--- src/rtl/smm_route_pkg.sv ---
package smm_route_pkg;
  typedef enum logic [1:0] {
    RT_DRAM = 2'b00,
    RT_HUB  = 2'b01,
    RT_KILL = 2'b10
  } route_e;

  typedef struct packed {
    logic useDram;
    logic translate;
    logic toHub;
    logic kill;
  } route_strobe_t;
endpackage

--- src/rtl/smm_route_ctrl.sv ---
module smm_route_ctrl
  import smm_route_pkg::*;
(
  input  logic          clk,
  input  logic          rstN,
  input  logic          hsegHit,
  input  logic          tsegHit,
  input  logic          belowTom,
  input  logic          fromHub,
  input  logic          smmMode,
  input  logic          wbCycle,
  output route_strobe_t stb
);
  logic segHit;
  assign segHit = hsegHit | tsegHit;

  always_comb begin
    stb = '0;
    if (segHit) begin
      if (fromHub) begin
        stb.toHub = 1'b1;
      end else if (smmMode || wbCycle) begin
        stb.useDram   = 1'b1;
        stb.translate = hsegHit;
      end else begin
        stb.kill = 1'b1;
      end
    end else if (belowTom) begin
      stb.useDram = 1'b1;
    end else begin
      stb.toHub = 1'b1;
    end
  end

  // hub-side traffic into protected space never reaches DRAM
  p_hub_blocked_r7: assert property (@(posedge clk) disable iff (!rstN)
    (segHit && fromHub) |-> !stb.useDram);

  // exactly one routing strobe per decode
  p_single_route_r1: assert property (@(posedge clk) disable iff (!rstN)
    $countones({stb.useDram, stb.toHub, stb.kill}) == 1);
endmodule

--- src/rtl/smm_route_dp.sv ---
module smm_route_dp
  import smm_route_pkg::*;
#(
  parameter int              ADDR_W      = 32,
  parameter int              HSEG_BYTES  = 131072,
  parameter logic [ADDR_W-1:0] HSEG_BASE   = 32'hFEDA0000,
  parameter logic [ADDR_W-1:0] LEGACY_BASE = 32'h000A0000
) (
  input  logic              clk,
  input  logic              rstN,
  input  logic              reqValid,
  input  logic [ADDR_W-1:0] reqAddr,
  input  logic              cfgHsegEn,
  input  logic              cfgTsegEn,
  input  logic [ADDR_W-1:0] cfgTopOfMem,
  input  logic [ADDR_W-1:0] cfgTsegSize,
  input  route_strobe_t     stb,
  output logic              hsegHit,
  output logic              tsegHit,
  output logic              belowTom,
  output logic              rspValid,
  output logic [1:0]        rspRoute,
  output logic [ADDR_W-1:0] rspAddr,
  output logic [ADDR_W-1:0] usableMem
);
  localparam int WIN_W = $clog2(HSEG_BYTES);

  logic [ADDR_W-1:0] tsegBase;
  logic [ADDR_W-1:0] nextAddr;
  route_e            nextRoute;

  assign tsegBase  = cfgTopOfMem - cfgTsegSize;
  assign belowTom  = reqAddr < cfgTopOfMem;
  assign hsegHit   = cfgHsegEn && (reqAddr[ADDR_W-1:WIN_W] == HSEG_BASE[ADDR_W-1:WIN_W]);
  assign tsegHit   = cfgTsegEn && (reqAddr >= tsegBase) && belowTom;
  assign usableMem = cfgTsegEn ? tsegBase : cfgTopOfMem;

  always_comb begin
    if (stb.kill)
      nextAddr = '0;
    else if (stb.translate)
      nextAddr = {LEGACY_BASE[ADDR_W-1:WIN_W], reqAddr[WIN_W-1:0]};
    else
      nextAddr = reqAddr;

    if (stb.kill)       nextRoute = RT_KILL;
    else if (stb.toHub) nextRoute = RT_HUB;
    else                nextRoute = RT_DRAM;
  end

  always_ff @(posedge clk or negedge rstN) begin
    if (!rstN) begin
      rspValid <= 1'b0;
      rspRoute <= RT_DRAM;
      rspAddr  <= '0;
    end else begin
      rspValid <= reqValid;
      if (reqValid) begin
        rspRoute <= nextRoute;
        rspAddr  <= nextAddr;
      end
    end
  end

  // one-cycle latency of the valid flag
  p_latency_r1: assert property (@(posedge clk) disable iff (!rstN)
    reqValid |=> rspValid);
  p_idle_r1: assert property (@(posedge clk) disable iff (!rstN)
    !reqValid |=> !rspValid);

  // no raw DRAM access inside the enabled high window
  p_no_raw_hseg_r3: assert property (@(posedge clk) disable iff (!rstN)
    (reqValid && cfgHsegEn) |=>
      (rspRoute != RT_DRAM || rspAddr[ADDR_W-1:WIN_W] != HSEG_BASE[ADDR_W-1:WIN_W]));

  // top segment DRAM accesses keep their address
  p_tseg_identity_r4: assert property (@(posedge clk) disable iff (!rstN)
    (reqValid && tsegHit && !hsegHit && stb.useDram) |=> (rspAddr == $past(reqAddr)));
endmodule

--- src/rtl/smm_route_decoder.sv ---
module smm_route_decoder
  import smm_route_pkg::*;
#(
  parameter int              ADDR_W      = 32,
  parameter int              HSEG_BYTES  = 131072,
  parameter logic [ADDR_W-1:0] HSEG_BASE   = 32'hFEDA0000,
  parameter logic [ADDR_W-1:0] LEGACY_BASE = 32'h000A0000
) (
  input  logic              clk,
  input  logic              rstN,
  input  logic              reqValid,
  input  logic [ADDR_W-1:0] reqAddr,
  input  logic              reqFromHub,
  input  logic              reqSmm,
  input  logic              reqWb,
  input  logic              cfgHsegEn,
  input  logic              cfgTsegEn,
  input  logic [ADDR_W-1:0] cfgTopOfMem,
  input  logic [ADDR_W-1:0] cfgTsegSize,
  output logic              rspValid,
  output logic [1:0]        rspRoute,
  output logic [ADDR_W-1:0] rspAddr,
  output logic [ADDR_W-1:0] usableMem
);
  route_strobe_t stb;
  logic hsegHit, tsegHit, belowTom;

  smm_route_ctrl u_ctrl (
    .clk(clk), .rstN(rstN),
    .hsegHit(hsegHit), .tsegHit(tsegHit), .belowTom(belowTom),
    .fromHub(reqFromHub), .smmMode(reqSmm), .wbCycle(reqWb),
    .stb(stb)
  );

  smm_route_dp #(
    .ADDR_W(ADDR_W), .HSEG_BYTES(HSEG_BYTES),
    .HSEG_BASE(HSEG_BASE), .LEGACY_BASE(LEGACY_BASE)
  ) u_dp (
    .clk(clk), .rstN(rstN),
    .reqValid(reqValid), .reqAddr(reqAddr),
    .cfgHsegEn(cfgHsegEn), .cfgTsegEn(cfgTsegEn),
    .cfgTopOfMem(cfgTopOfMem), .cfgTsegSize(cfgTsegSize),
    .stb(stb),
    .hsegHit(hsegHit), .tsegHit(tsegHit), .belowTom(belowTom),
    .rspValid(rspValid), .rspRoute(rspRoute), .rspAddr(rspAddr),
    .usableMem(usableMem)
  );
endmodule

--- config.mk ---
export PLATFORM = sky130hd
export DESIGN_NAME = smm_route_decoder
export DESIGN_NICKNAME = d
export VERILOG_FILES = /design/src/rtl/smm_route_pkg.sv /design/src/rtl/smm_route_ctrl.sv /design/src/rtl/smm_route_dp.sv /design/src/rtl/smm_route_decoder.sv
export SDC_FILE = /design/constraint.sdc
export NUM_CORES = 1
export LEC_CHECK = 0
export BUFFER_PORTS_ARGS = -buffer_cell sky130_fd_sc_hd__buf_2
export CORE_MARGIN = 1
export CORE_UTILIZATION = 35
export CTS_BUF_LIST = sky130_fd_sc_hd__clkbuf_2 sky130_fd_sc_hd__clkbuf_4 sky130_fd_sc_hd__clkbuf_8
export DETAILED_ROUTE_END_ITERATION = 10
export HOLD_SLACK_MARGIN = 0.02
export PLACE_DENSITY = 0.61
export SKIP_CTS_REPAIR_TIMING = 1
export SLEW_MARGIN = 15
export SYNTH_ARGS = -nofsm -noshare
export SYNTH_HDL_FRONTEND = slang
export SYNTH_SLANG_ARGS = --single-unit
--- constraint.sdc ---
create_clock -name clk -period 3.5 [get_ports clk]
set_input_delay 0.525 -clock clk [delete_from_list [all_inputs] [get_ports clk]]
set_output_delay 0.525 -clock clk [all_outputs]
set_load 0.01 [all_outputs]
Yosys cells after proc, flatten, opt, wreduce, memory -nomap -nowiden
Index checks and enable logic that the tools add are counted.
{"block": "op_classes", "add_sub_neg": 1, "n_mul": 0, "div_mod_pow": 0, "n_lt_le_gt_ge": 2, "eq_ne": 1, "n_shift": 0, "n_mux": 14, "bitwise": 1, "reduce_logical": 4}
{"operator": "$mux 32", "count": 3}
{"operator": "$ge 32x32->1", "count": 1}
{"operator": "$lt 32x32->1", "count": 1}
{"operator": "$sub 32x32->32", "count": 1}
{"operator": "$eq 15x15->1 const B", "count": 1}
{"operator": "$mux 1", "count": 10}
{"operator": "$logic_and 1x1->1", "count": 3}
{"operator": "$mux 2", "count": 1}
{"operator": "$logic_or 1x1->1", "count": 1}
{"operator": "$or 1x1->1", "count": 1}
{"block": "word_totals", "register_bits": 35, "latch_bits": 0, "ram_bits": 0, "mem_bits_ro": 0, "in_bits": 104, "wordCells": 26, "memories": 0}

Depth between registers and ports, before layout
Gate-level depths: netlist of the first run.
{"block": "depth", "word_depth": 8, "depth_mapped": 22}

By module
From an unflattened synthesis of the first run, not the netlist that was laid out.
{"block": "hier_totals", "hier_cells": 673, "area_unflattened_um2": 5273.8}
{"mod": "smm_route_dp", "instances": 1, "cells_each": 666, "area_each_um2": 5215.0, "seq_area_each_um2": 875.8}
{"mod": "smm_route_ctrl", "instances": 1, "cells_each": 7, "area_each_um2": 58.8, "seq_area_each_um2": 0.0}

Worst setup path before layout of the first run
No wires, ideal clock.
{"block": "synth_path", "path_type": "input to register", "from": "input cfgTopOfMem[0]", "to": "register u_dp.rspAddr[28]", "t_arrival_ps": 4276, "setup_slack_ps": -919, "stages": 22, "n_path_buf": 1, "path_cell_list": "inv_1 ha_1 inv_1 fa_1 a21o_1 a31o_2 a211oi_1 nor4b_1 o21ai_1 a21oi_1 o21a_1 or2_1 ha_1 nand4_1 nor2_1 nand2_1 a2111oi_0 o31ai_1 and3_1 nor2_2 buf_6 o221ai_1"}
{"block": "synth_via", "elab_chain_cells": 8}
{"item": "start: declaration", "line_no": "smm_route_decoder.sv:18", "source": "input logic [ADDR_W-1:0] cfgTopOfMem,"}
{"item": "$sub 32x32->32", "line_no": "smm_route_dp.sv:32", "source": "assign tsegBase = cfgTopOfMem - cfgTsegSize;"}
{"item": "$ge 32x32->1", "line_no": "smm_route_dp.sv:35", "source": "assign tsegHit = cfgTsegEn && (reqAddr >= tsegBase) && belowTom;"}
{"item": "$logic_and 1x1->1", "line_no": "smm_route_dp.sv:35"}
{"item": "$logic_and 1x1->1 *", "line_no": "smm_route_dp.sv:35"}
{"item": "$or 1x1->1 *", "line_no": "smm_route_ctrl.sv:15", "source": "assign segHit = hsegHit | tsegHit;"}
{"item": "$mux 1", "line_no": "smm_route_ctrl.sv:19", "source": "if (segHit) begin"}
{"item": "$mux 32", "line_no": "smm_route_dp.sv:41", "source": "else if (stb.translate)"}
{"item": "$mux 32 *", "line_no": "smm_route_dp.sv:39", "source": "if (stb.kill)"}
{"item": "end signal: assignment", "line_no": "smm_route_dp.sv:60", "source": "rspAddr <= nextAddr;"}
{"item": "end: declaration", "line_no": "smm_route_dp.sv:23", "source": "output logic [ADDR_W-1:0] rspAddr,"}
Every way passes the cells marked *; elsewhere a longest branch is shown, timed or not.
A chain may end at the register's enable or synchronous reset.

Worst setup path in the final report of the first run
{"block": "layout_path", "from": "input cfgTopOfMem[2]", "to": "register u_dp.rspAddr[19]"}
Same word-level chain as after synthesis.

==> run_results.csv, run 1 <==
group,metric,value,unit
setup_path,crit_required,3.67,ns
power_and_ir_drop,ir_worst_vdd,149,uV
floorplan,core-area,14500,um2
run,max_cap_viol_count,0,
timing,slew_viol_final,0,
floorplan,start_util,0.357,
global_routing,use_met3,0.0268,
cells_and_area,diodes,0,
logic_synthesis,post-synth-top-count-cell,"ha_1",
logic_synthesis,ys.flop_type,"dfrtp_1",
timing,clock.fmax,223,MHz
route,drcViolationCount,0,
logic_synthesis,ys_ff_latch,35,
logic_synthesis,syn_area_per_cell,7.99,um2
route,via_count,5748,
logic_synthesis,synth_top_area_share,0.228,
setup_path,path_max_fanout,5,
placed_design,place_congestion,0.892,
route,dr.pass1.iters,4,
logic_synthesis,synth_cell_type_count,55,
logic_synthesis,yosys.area.top_type,"ha_1",
timing,holdWs,0.317,ns
timing,skew,0,ns
logic_synthesis,synth_edf_count,0,
global_routing,first_global_vias,5354,
logic_synthesis,synthesis.nets,845,
placed_design,hpwl,14500,um
power_and_ir_drop,total_power,0.00218,W
global_routing,grt-ovfl-total,0,
global_routing,grt_use_total,0.224,
hold_path,min_path_type,"in -> async",
setup_path,r2r_slack,2.72,ns
floorplan,dieArea,15200,um2
floorplan,num_rows,44,
logic_synthesis,ys_seq_area_frac,0.170,
timing,fin_crit_sh,1.28,
setup_path,reg2reg_to,"u_dp.rspAddr[9]",
clock_tree,root_buffer,"clkbuf_8",
timing,rsz0062_at_grt,"yes",
setup_path,cp-start-kind,"primary input",
route,ant_nets,0,
cells_and_area,fin_nets,1145,
setup_path,timing.rr.start,"u_dp.rspAddr[9]",
power_and_ir_drop,power.leakage,4.30,nW
clock_tree,clkTransAtPathRegs,0.07,ns
logic_synthesis,netlist_area,5160,um2
timing,slew-limit-headroom,0.266,
logic_synthesis,async_flop_share,1.00,
clock_tree,cts.sink_count,35,
outcome,status,"finished with violations",
setup_path,end_kind,"register",
global_routing,use_met2,0.392,
clock_tree,cts_max_level,2,
cells_and_area,postLayoutCellArea,7930,um2
clock_tree,cts_tree,"done",
logic_synthesis,ys_warn_count,0,
floorplan,die_x,123,um
setup_path,critPathKind,"in -> reg",
timing,setup_tns,-32.01,ns
power_and_ir_drop,power.density,275,nW/um2
route,viasPerCell,5.08,
timing,min_period,4.48,ns
floorplan,die_h,123,um
route,post_drt_wl_per_cell,15.8,um
outcome,violations,"setup timing",
global_routing,grt-busiest-layer,"met2",
route,drtIter0Drc,314,
placed_design,placed_area,7250,um2
cells_and_area,area.sequential,876,um2
clock_tree,clock_path_buffers,2,
setup_path,ff2ff_path_depth,2,
timing,layout_setup_ws,-0.981,ns
logic_synthesis,syn_inst,646,
floorplan,ios,171,
timing,finalSetupViolCount,36,
global_routing,grt_max_degree,40,
placed_design,io_buffer_count,170,
setup_path,cp.arrival,4.65,ns
global_routing,antenna_found_initial,1,
placed_design,post-place-ws,-1.24,ns
timing,tightest_slew,1.09,ns
cells_and_area,multi_input_area,4380,um2
route,totalWireLength,17900,um
logic_synthesis,synthTopCellsByArea,"ha_1 23%, dfrtp_1 17%, mux2i_1 8.5%, inv_1 6.3%, a21o_1 5.7%",
clock_tree,numCtsBuffers,5,
global_routing,grt_pass1_wl,26400,um
cells_and_area,drive_above_1_share,0.421,
global_routing,gr-usage-met1,0.297,
timing,timing.final.hold_violations,0,
cells_and_area,syn2layout_area_growth,53.6,%
clock_tree,clkLatencyLatePin,0.28,ns
logic_synthesis,synthTopCellsByCount,"94 x ha_1, 87 x inv_1, 49 x nor2_1",
cells_and_area,n_fill_cell,1385,
[per-layer routing]
layer  part of all wire  vias up
met3              0.050       17
met5            0.00073        -
met2               0.48      174
met1               0.46     2607
li1                   -     2948
met4              0.011        2
[flip-flops by register name, indices dropped and copies added, names as in the netlist]
signal and flops:
u_dp.rspRoute 2, u_dp.rspAddr 32, u_dp.rspValid 1
[cell usage in the layout, fill, tap and decap left out, drive strengths merged, types with 14 or more instances in the layout]
| cell type | n |
|---|---|
| o21ai | 24 |
| xnor2 | 17 |
| a21oi | 49 |
| o221ai | 14 |
| ha | 94 |
| nand4 | 15 |
| inv | 87 |
| a21o | 39 |
| mux2i | 44 |
| dfrtp | 35 |
| nor2 | 50 |
| nand3 | 35 |
| buf | 308 |
| nand2 | 34 |
[metrics by stage]
stage,utilization,instances
6_report,0.548,1131
5_1_grt,0.548,1131
4_1_cts,0.507,1120
3_5_place_dp,0.501,1112
3_3_place_gp,0.501,1112
2_1_floorplan,-,646
[area by class of cell]
cell class,count,share of cell area
Inverter,87,0.0428
Tap cell,184,0.0290
Multi-Input combinational cell,506,0.552
Timing Repair Buffer,311,0.255
Clock buffer,7,0.0106
Sequential cell,35,0.110
Clock inverter,1,0.000631
[where the power goes]
part / leakage [nW] / total (W) / switching (W) / internal [W]
sequential: 0.411 / 0.000473 / 0.0000251 / 0.000448
clock: 0.0491 / 0.000300 / 0.000145 / 0.000155
combinational: 3.84 / 0.00141 / 0.000716 / 0.000692
total: 4.30 / 0.00218 / 0.000886 / 0.00130
[worst max-delay path: stages]
cell and delay (ns):
buf_2 0.12, ha_1 0.33, o211ai_1 0.21, a21oi_2 0.11, o41ai_4 0.24, buf_4 0.19
o22ai_1 0.06, o211ai_1 0.28, nand3_1 0.15, a21oi_2 0.18, xnor3_1 0.25, ha_1 0.32
nand4_1 0.13, nor2_2 0.16, nand2_2 0.08, a2111oi_4 0.34, o31ai_2 0.12, and3_4 0.21
nor4_4 0.26, buf_6 0.18, clkbuf_16 0.15, nor2_1 0.04
[worst max-delay path by stage]
| stage | startpoint | end | slack [ns] | cells past startpoint |
|---|---|---|---|---|
| after floorplan | cfgTopOfMem[0] | u_dp.rspAddr[0] | -0.59 | 22 |
| after global routing | cfgTsegSize[2] | u_dp.rspAddr[16] | -1.22 | 23 |
| after CTS | cfgTopOfMem[0] | u_dp.rspAddr[28] | -0.96 | 22 |
| final | cfgTopOfMem[2] | u_dp.rspAddr[19] | -0.98 | 22 |
| after global placement | cfgTopOfMem[0] | u_dp.rspAddr[28] | -1.08 | 22 |
| after detailed placement | cfgTopOfMem[0] | u_dp.rspAddr[28] | -1.24 | 22 |
[kinds of logic after synthesis]
family | after synthesis | share of synthesized area
AO/OA/AOI/OAI | 175 | 0.230
AND/OR/NAND/NOR | 164 | 0.154
buffers and inverters | 105 | 0.0797
adder cells (fa/ha/maj) | 95 | 0.232
multiplexers | 44 | 0.0853
flip-flops | 35 | 0.170
XOR/XNOR | 28 | 0.0502
No activity file was read; power rests on OpenSTA's default activity.
==> run 2: changes to the inputs <==
--- a/config.mk
+++ b/config.mk
@@ -5,13 +5,14 @@
 export SDC_FILE = /design/constraint.sdc
 export NUM_CORES = 1
 export LEC_CHECK = 0
+export ABC_AREA = 1
 export BUFFER_PORTS_ARGS = -buffer_cell sky130_fd_sc_hd__buf_2
 export CORE_MARGIN = 1
 export CORE_UTILIZATION = 35
 export CTS_BUF_LIST = sky130_fd_sc_hd__clkbuf_2 sky130_fd_sc_hd__clkbuf_4 sky130_fd_sc_hd__clkbuf_8
 export DETAILED_ROUTE_END_ITERATION = 10
 export HOLD_SLACK_MARGIN = 0.02
-export PLACE_DENSITY = 0.61
+export PLACE_DENSITY = 0.6
 export SKIP_CTS_REPAIR_TIMING = 1
 export SLEW_MARGIN = 15
 export SYNTH_ARGS = -nofsm -noshare
==> run 2 against run 1 <==
Effect of this change:
- the run still ends with setup timing left
- synthesized cell count increased by 46%
- final area increased by 4.9%
- clock skew unchanged
- count of clock-buffer cells in the layout unchanged
- via count increased by 20%
- worst setup slack improved by 0.98 ns
- sequential share of layout area decreased by 0.51 points
- largest cell class unchanged
==> run_results.csv, run 2 <==
group,metric,value,unit
timing,rsz0062_at_grt,"yes",
floorplan,num_rows,46,
cells_and_area,fin_util,0.524,
timing,holdWs,0.297,ns
placed_design,placed_area,7730,um2
route,drcViolationCount,0,
setup_path,r2r_slack,2.85,ns
power_and_ir_drop,power.leakage,4.92,nW
clock_tree,cts_max_level,2,
logic_synthesis,synth_top_area_share,0.208,
cells_and_area,multi_input_area,4480,um2
placed_design,hpwl,17300,um
logic_synthesis,synthTopCellsByArea,"nand2_1 21%, ha_1 21%, dfrtp_1 15%, inv_1 11%, a21oi_1 5.9%",
floorplan,die_x,130,um
setup_path,reg2reg_to,"u_dp.rspAddr[27]",
logic_synthesis,synth_cell_type_count,35,
route,drtIter0Drc,348,
timing,min_period,3.50,ns
power_and_ir_drop,power.density,263,nW/um2
clock_tree,clock_path_buffers,2,
placed_design,io_buffer_count,170,
route,post_drt_wl_per_cell,14.0,um
outcome,status,"finished with violations",
clock_tree,cts_tree,"done",
clock_tree,cts.sink_count,35,
timing,slew-limit-headroom,0.501,
placed_design,dp.cells,1448,
floorplan,die_h,130,um
logic_synthesis,syn_area_per_cell,6.04,um2
setup_path,timing.rr.start,"u_dp.rspAddr[27]",
outcome,violations,"setup timing",
cells_and_area,layout_common_cells,"287 x nand2_1, 169 x buf_2, 162 x inv_1",
logic_synthesis,async_flop_share,1.00,
global_routing,first_global_vias,6289,
power_and_ir_drop,total_power,0.00219,W
cells_and_area,n_fill_cell,1706,
logic_synthesis,ys_ff_latch,35,
setup_path,ff2ff_path_depth,2,
logic_synthesis,synthTopCellsByCount,"317 x nand2_1, 164 x inv_1, 94 x ha_1",
cells_and_area,final_common_cell,"nand2_1",
logic_synthesis,synthesis.nets,1145,
floorplan,core-area,15900,um2
timing,fin_crit_sh,1.00,
cells_and_area,stdcell_count,1465,
clock_tree,numCtsBuffers,5,
timing,timing.final.hold_violations,0,
timing,skew,0,ns
hold_path,min_path_type,"in -> async",
floorplan,start_util,0.360,
timing,layout_setup_ws,-0.00358,ns
global_routing,grt-ovfl-total,0,
logic_synthesis,synth_fa_ha_area_frac,0.209,
run,max_cap_viol_count,0,
route,dr.pass1.iters,5,
cells_and_area,syn2layout_area_growth,45.6,%
cells_and_area,drive_above_1_share,0.334,
route,viasPerCell,4.70,
logic_synthesis,syn_inst,946,
timing,clock.fmax,285,MHz
logic_synthesis,synth_compound_area_frac,0.142,
logic_synthesis,ys_warn_count,0,
clock_tree,clkTransAtPathRegs,0.07,ns
floorplan,ios,171,
cells_and_area,diodes,0,
cells_and_area,largest_reg_flops,32,
logic_synthesis,synth-simple-area-share,0.337,
route,totalWireLength,20500,um
global_routing,antenna_found_initial,0,
cells_and_area,regMostFlops,"u_dp.rspAddr",
cells_and_area,postLayoutCellArea,8320,um2
global_routing,grt_pass1_wl,30600,um
logic_synthesis,post-synth-top-count-cell,"nand2_1",
route,ant_nets,0,
setup_path,path_max_fanout,6,
clock_tree,clkLatencyLatePin,0.29,ns
timing,tightest_slew,0.749,ns
power_and_ir_drop,ir_worst_vdd,170,uV
logic_synthesis,synth_edf_count,0,
placed_design,place_congestion,0.918,
logic_synthesis,ys.flop_type,"dfrtp_1",
logic_synthesis,yosys.area.top_type,"nand2_1",
setup_path,end_kind,"register",
setup_path,critPathKind,"in -> reg",
cells_and_area,largestRegisters,"u_dp.rspAddr x32, u_dp.rspRoute x2, u_dp.rspValid x1",
setup_path,cp-start-kind,"primary input",
logic_synthesis,synth_top_family_by_area,"simple AND/OR/NAND/NOR gates",
timing,finalSetupViolCount,1,
logic_synthesis,synthMuxAreaShare,0,
floorplan,dieArea,16800,um2
global_routing,grt_use_total,0.233,
setup_path,cp.arrival,3.69,ns
global_routing,grt_max_degree,36,
setup_path,crit_required,3.69,ns
cells_and_area,fin_nets,1447,
timing,slew_viol_final,0,
cells_and_area,area.sequential,876,um2
logic_synthesis,synth_xor_area_frac,0.0307,
logic_synthesis,ys_seq_area_frac,0.153,
clock_tree,root_buffer,"clkbuf_8",
logic_synthesis,netlist_area,5710,um2
route,via_count,6890,
-- run 2: changes by cell type in the layout (fill, tap and decap cells not counted), moves of 6 or more --
| cell | before | now |
|---|---|---|
| nand2_1 | 31 | 287 |
| inv_1 | 84 | 162 |
| mux2i_1 | 41 | 0 |
| a21o_1 | 38 | 3 |
| nand2_2 | 3 | 32 |
| nor2_1 | 40 | 69 |
| o21ai_0 | 17 | 41 |
| a21oi_1 | 40 | 54 |
| o221ai_2 | 14 | 0 |
| nand2_4 | 0 | 9 |
| xnor2_1 | 15 | 7 |
| o21ai_1 | 4 | 11 |
| a31oi_1 | 7 | 1 |
| nand3_1 | 35 | 29 |
-- run 2: layer usage --
metal | share of wire | GRT usage
met5 | 0 | 0
met4 | 0.017 | 0.0629
met3 | 0.034 | 0.00984
met2 | 0.48 | 0.394
met1 | 0.47 | 0.324
-- run 2: logic make-up (layout without fill, tap and decap cells) --
logic type               Yosys count  count (layout)
AND/OR/NAND/NOR                  470             470
buffers and inverters            181             484
AO/OA/AOI/OAI                    145             145
adder cells (fa/ha/maj)           95              95
flip-flops                        35              35
XOR/XNOR                          20              20
-- run 2: cell type report --
cell class | instances | area share
Tap cell | 216 | 0.0325
Timing Repair Buffer | 311 | 0.237
Clock buffer | 7 | 0.0116
Clock inverter | 1 | 0.000903
Inverter | 165 | 0.0748
Multi-Input combinational cell | 730 | 0.538
Sequential cell | 35 | 0.105
-- run 2: critical path, cell delays in order --
cell	delay [ns]
buf_6	0.10
inv_4	0.05
ha_4	0.13
inv_2	0.04
fa_2	0.39
nand2_2	0.12
o21ai_4	0.08
a21boi_4	0.26
o21ai_4	0.11
a21oi_2	0.15
xor2_1	0.18
inv_1	0.10
ha_4	0.28
nand2_4	0.05
nor2_4	0.09
nand3_2	0.08
nor3_2	0.16
nand2_1	0.07
nand2_1	0.07
nand2_2	0.05
nand2_2	0.09
nand3_4	0.16
clkbuf_16	0.24
nand2_4	0.06
nand2_2	0.04
-- run 2: power breakdown --
part	switching (W)	total, W	internal (W)
clock	0.000151	0.000330	0.000179
sequential	0.0000203	0.000462	0.000442
combinational	0.000775	0.00139	0.000619
-- run 2: worst max-delay path by stage --
stage / startpoint / endpoint / slack, ns / depth (start not counted)
6_report: cfgTopOfMem[0] / u_dp.rspAddr[19] / -0.004 / 25
5_1_grt: cfgTopOfMem[0] / u_dp.rspAddr[19] / -0.18 / 25
4_1_cts: cfgTopOfMem[0] / u_dp.rspAddr[18] / 0.03 / 27
3_5_place_dp: cfgTopOfMem[0] / u_dp.rspAddr[26] / -0.27 / 27
3_3_place_gp: cfgTopOfMem[2] / u_dp.rspAddr[28] / -0.22 / 24
2_1_floorplan: cfgTopOfMem[0] / u_dp.rspAddr[18] / 0.08 / 24
-- run 2: metrics by stage --
step,setup TNS (ns),worst slack [ns]
after floorplan,0,0.0785
after global placement,-6.81,-0.216
after detailed placement,-8.15,-0.266
after CTS,0,0.0267
after global routing,-4.88,-0.178
final,-0.00358,-0.00358
==> run 3: changes to the inputs <==
--- a/config.mk
+++ b/config.mk
@@ -17,4 +17,5 @@
 export SLEW_MARGIN = 15
 export SYNTH_ARGS = -nofsm -noshare
 export SYNTH_HDL_FRONTEND = slang
+export SYNTH_HIERARCHICAL = 1
 export SYNTH_SLANG_ARGS = --single-unit
==> run 3 against run 2 <==
Effect of this change:
- the flow now finishes without violations
- non-clock buffer count shrank 2
- wire length grew 1.2%
- clock skew is the same
- worst hold slack lost 0.0044 ns
- critical path depth grew 2
- fmax grew 0.31%
- clock power shrank 11%
- synthesized area grew 1.4%
- final cell count grew 2.1%
- synthesized cell count grew 3.3%
- worst setup slack gained 0.011 ns
- power grew 1.6%
==> run_results.csv, run 3 <==
group,metric,value,unit
global_routing,grt_max_degree,36,
cells_and_area,layout_common_cells,"314 x nand2_1, 208 x inv_1, 169 x buf_2",
setup_path,end_kind,"register",
power_and_ir_drop,ir_worst_vdd,233,uV
cells_and_area,largest_reg_flops,32,
power_and_ir_drop,power_frac_clock,0.132,
timing,layout_setup_ws,0.00710,ns
floorplan,ios,171,
global_routing,grt-ovfl-total,0,
cells_and_area,drive_above_1_share,0.345,
clock_tree,clkTransAtPathRegs,0.07,ns
timing,setup_tns,0,ns
setup_path,cp.arrival,3.68,ns
setup_path,path_max_fanout,8,
floorplan,core-area,16000,um2
cells_and_area,postLayoutCellArea,8660,um2
clock_tree,root_buffer,"clkbuf_8",
run,max_cap_viol_count,0,
global_routing,grt_pass1_wl,31100,um
cells_and_area,n_fill_cell,1647,
hold_path,min_path_type,"in -> async",
clock_tree,cts_max_level,2,
route,viasPerCell,4.66,
logic_synthesis,synthesis.nets,1176,
clock_tree,clkLatencyLatePin,0.29,ns
route,via_count,6969,
route,drcViolationCount,0,
placed_design,hpwl,17500,um
floorplan,die_x,131,um
cells_and_area,syn2layout_area_growth,49.4,%
cells_and_area,multi_input_area,4660,um2
power_and_ir_drop,seqPwrFrac,0.209,
power_and_ir_drop,switchingPower,0.000950,W
timing,slew-limit-headroom,0.396,
route,totalWireLength,20700,um
global_routing,first_global_vias,6295,
timing,tightest_slew,0.905,ns
timing,rsz0062_at_grt,"yes",
global_routing,grt_use_total,0.235,
cells_and_area,fin_nets,1478,
timing,min_period,3.49,ns
setup_path,critPathKind,"in -> reg",
setup_path,cp-start-kind,"primary input",
timing,clock.fmax,286,MHz
logic_synthesis,netlist_area,5790,um2
floorplan,num_rows,46,
timing,finalSetupViolCount,0,
power_and_ir_drop,pwr-share-comb,0.659,
placed_design,post-place-ws,-0.460,ns
floorplan,start_util,0.362,
route,dr.pass1.iters,5,
route,post_drt_wl_per_cell,13.8,um
route,ant_nets,0,
power_and_ir_drop,power.leakage,5.21,nW
timing,fin_crit_sh,0.998,
timing,skew,0,ns
floorplan,dieArea,17100,um2
placed_design,place_congestion,0.911,
power_and_ir_drop,power.density,257,nW/um2
logic_synthesis,syn_inst,977,
floorplan,die_h,131,um
route,drtIter0Drc,269,
power_and_ir_drop,switching_share,0.428,
clock_tree,cts.sink_count,35,
logic_synthesis,ys_warn_count,6,
setup_path,crit_required,3.68,ns
cells_and_area,regMostFlops,"u_dp/rspAddr",
clock_tree,clock_path_buffers,2,
placed_design,placed_area,7920,um2
cells_and_area,diodes,0,
cells_and_area,final_common_cell,"nand2_1",
logic_synthesis,syn_area_per_cell,5.93,um2
outcome,status,"finished, final reports clean",
clock_tree,numCtsBuffers,5,
clock_tree,cts_tree,"done",
placed_design,io_buffer_count,170,
timing,slew_viol_final,0,
global_routing,antenna_found_initial,0,
cells_and_area,largestRegisters,"u_dp/rspAddr x32, u_dp/rspRoute x2, u_dp/rspValid x1",
power_and_ir_drop,p_int,0.00127,W
timing,timing.final.hold_violations,0,
cells_and_area,area.sequential,876,um2
-- run 3: worst paths after layout --
| check | cells past startpoint | start | end | slack, ns |
|---|---|---|---|---|
| min in group clk | 1 | reqValid | u_dp/rspValid | 0.37 |
| min | 1 | rstN | u_dp/rspAddr[3] | 0.29 |
| max reg2reg | 1 | u_dp/rspAddr[6] | u_dp/rspAddr[6] | 2.76 |
| min reg2reg | 2 | u_dp/rspAddr[17] | u_dp/rspAddr[17] | 0.48 |
| max in group asynchronous | 1 | rstN | u_dp/rspAddr[22] | 2.71 |
| max | 27 | cfgTsegSize[11] | u_dp/rspAddr[30] | 0.007 |
-- run 3: worst max-delay path, cell delays in order --
cell and delay [ns]:
buf_2 0.10, inv_1 0.10, ha_4 0.22, nand2_1 0.10, inv_1 0.08, nand2_1 0.10, inv_1 0.07, a21oi_1 0.17
nand2_2 0.12, nand2_2 0.08, nand2_1 0.06, nand2_2 0.07, nand2_1 0.06, ha_1 0.28, nand2_1 0.08, nor2_2 0.11
nand4_1 0.15, a21oi_2 0.13, nor2_1 0.05, nand2_1 0.07, nand2_2 0.06, nor2_4 0.10, nor2_2 0.04, nor3_2 0.18
nor2_4 0.11, clkbuf_16 0.19, a32o_1 0.25
-- run 3: stage by stage --
| step | util | total power [W] | hold WS (ns) | std cells |
|---|---|---|---|---|
| floorplan | - | 0.00118 | 0.229 | 977 |
| global placement | 0.495 | 0.00177 | 0.464 | 1485 |
| detailed placement | 0.495 | 0.00178 | 0.466 | 1485 |
| CTS | 0.500 | 0.00208 | 0.316 | 1493 |
| global route | 0.541 | 0.00241 | 0.363 | 1496 |
| finish | 0.541 | 0.00222 | 0.293 | 1496 |
-- run 3: cell type report --
cell class	count	area share
multi-input combinational	713	0.538
timing repair buffer	309	0.225
sequential	35	0.101
inverter	215	0.0938
tap	216	0.0312
clock buffer	7	0.00968
clock inverter	1	0.000578
-- run 3: power groups by stage --
stage	Clock, W	Combinational (W)	Sequential (W)
final	0.000293	0.00146	0.000465
after floorplan	0	0.000688	0.000489
after global routing	0.000316	0.00163	0.000470
after CTS	0.000301	0.00132	0.000465
after detailed placement	0	0.00131	0.000472
after global placement	0	0.00129	0.000472
-- run 3: routing by layer --
metal / share of wire / global-route usage
met1: 0.49 / 0.334
met2: 0.46 / 0.387
met3: 0.032 / 0.0114
met4: 0.021 / 0.0629
met5: 0 / 0
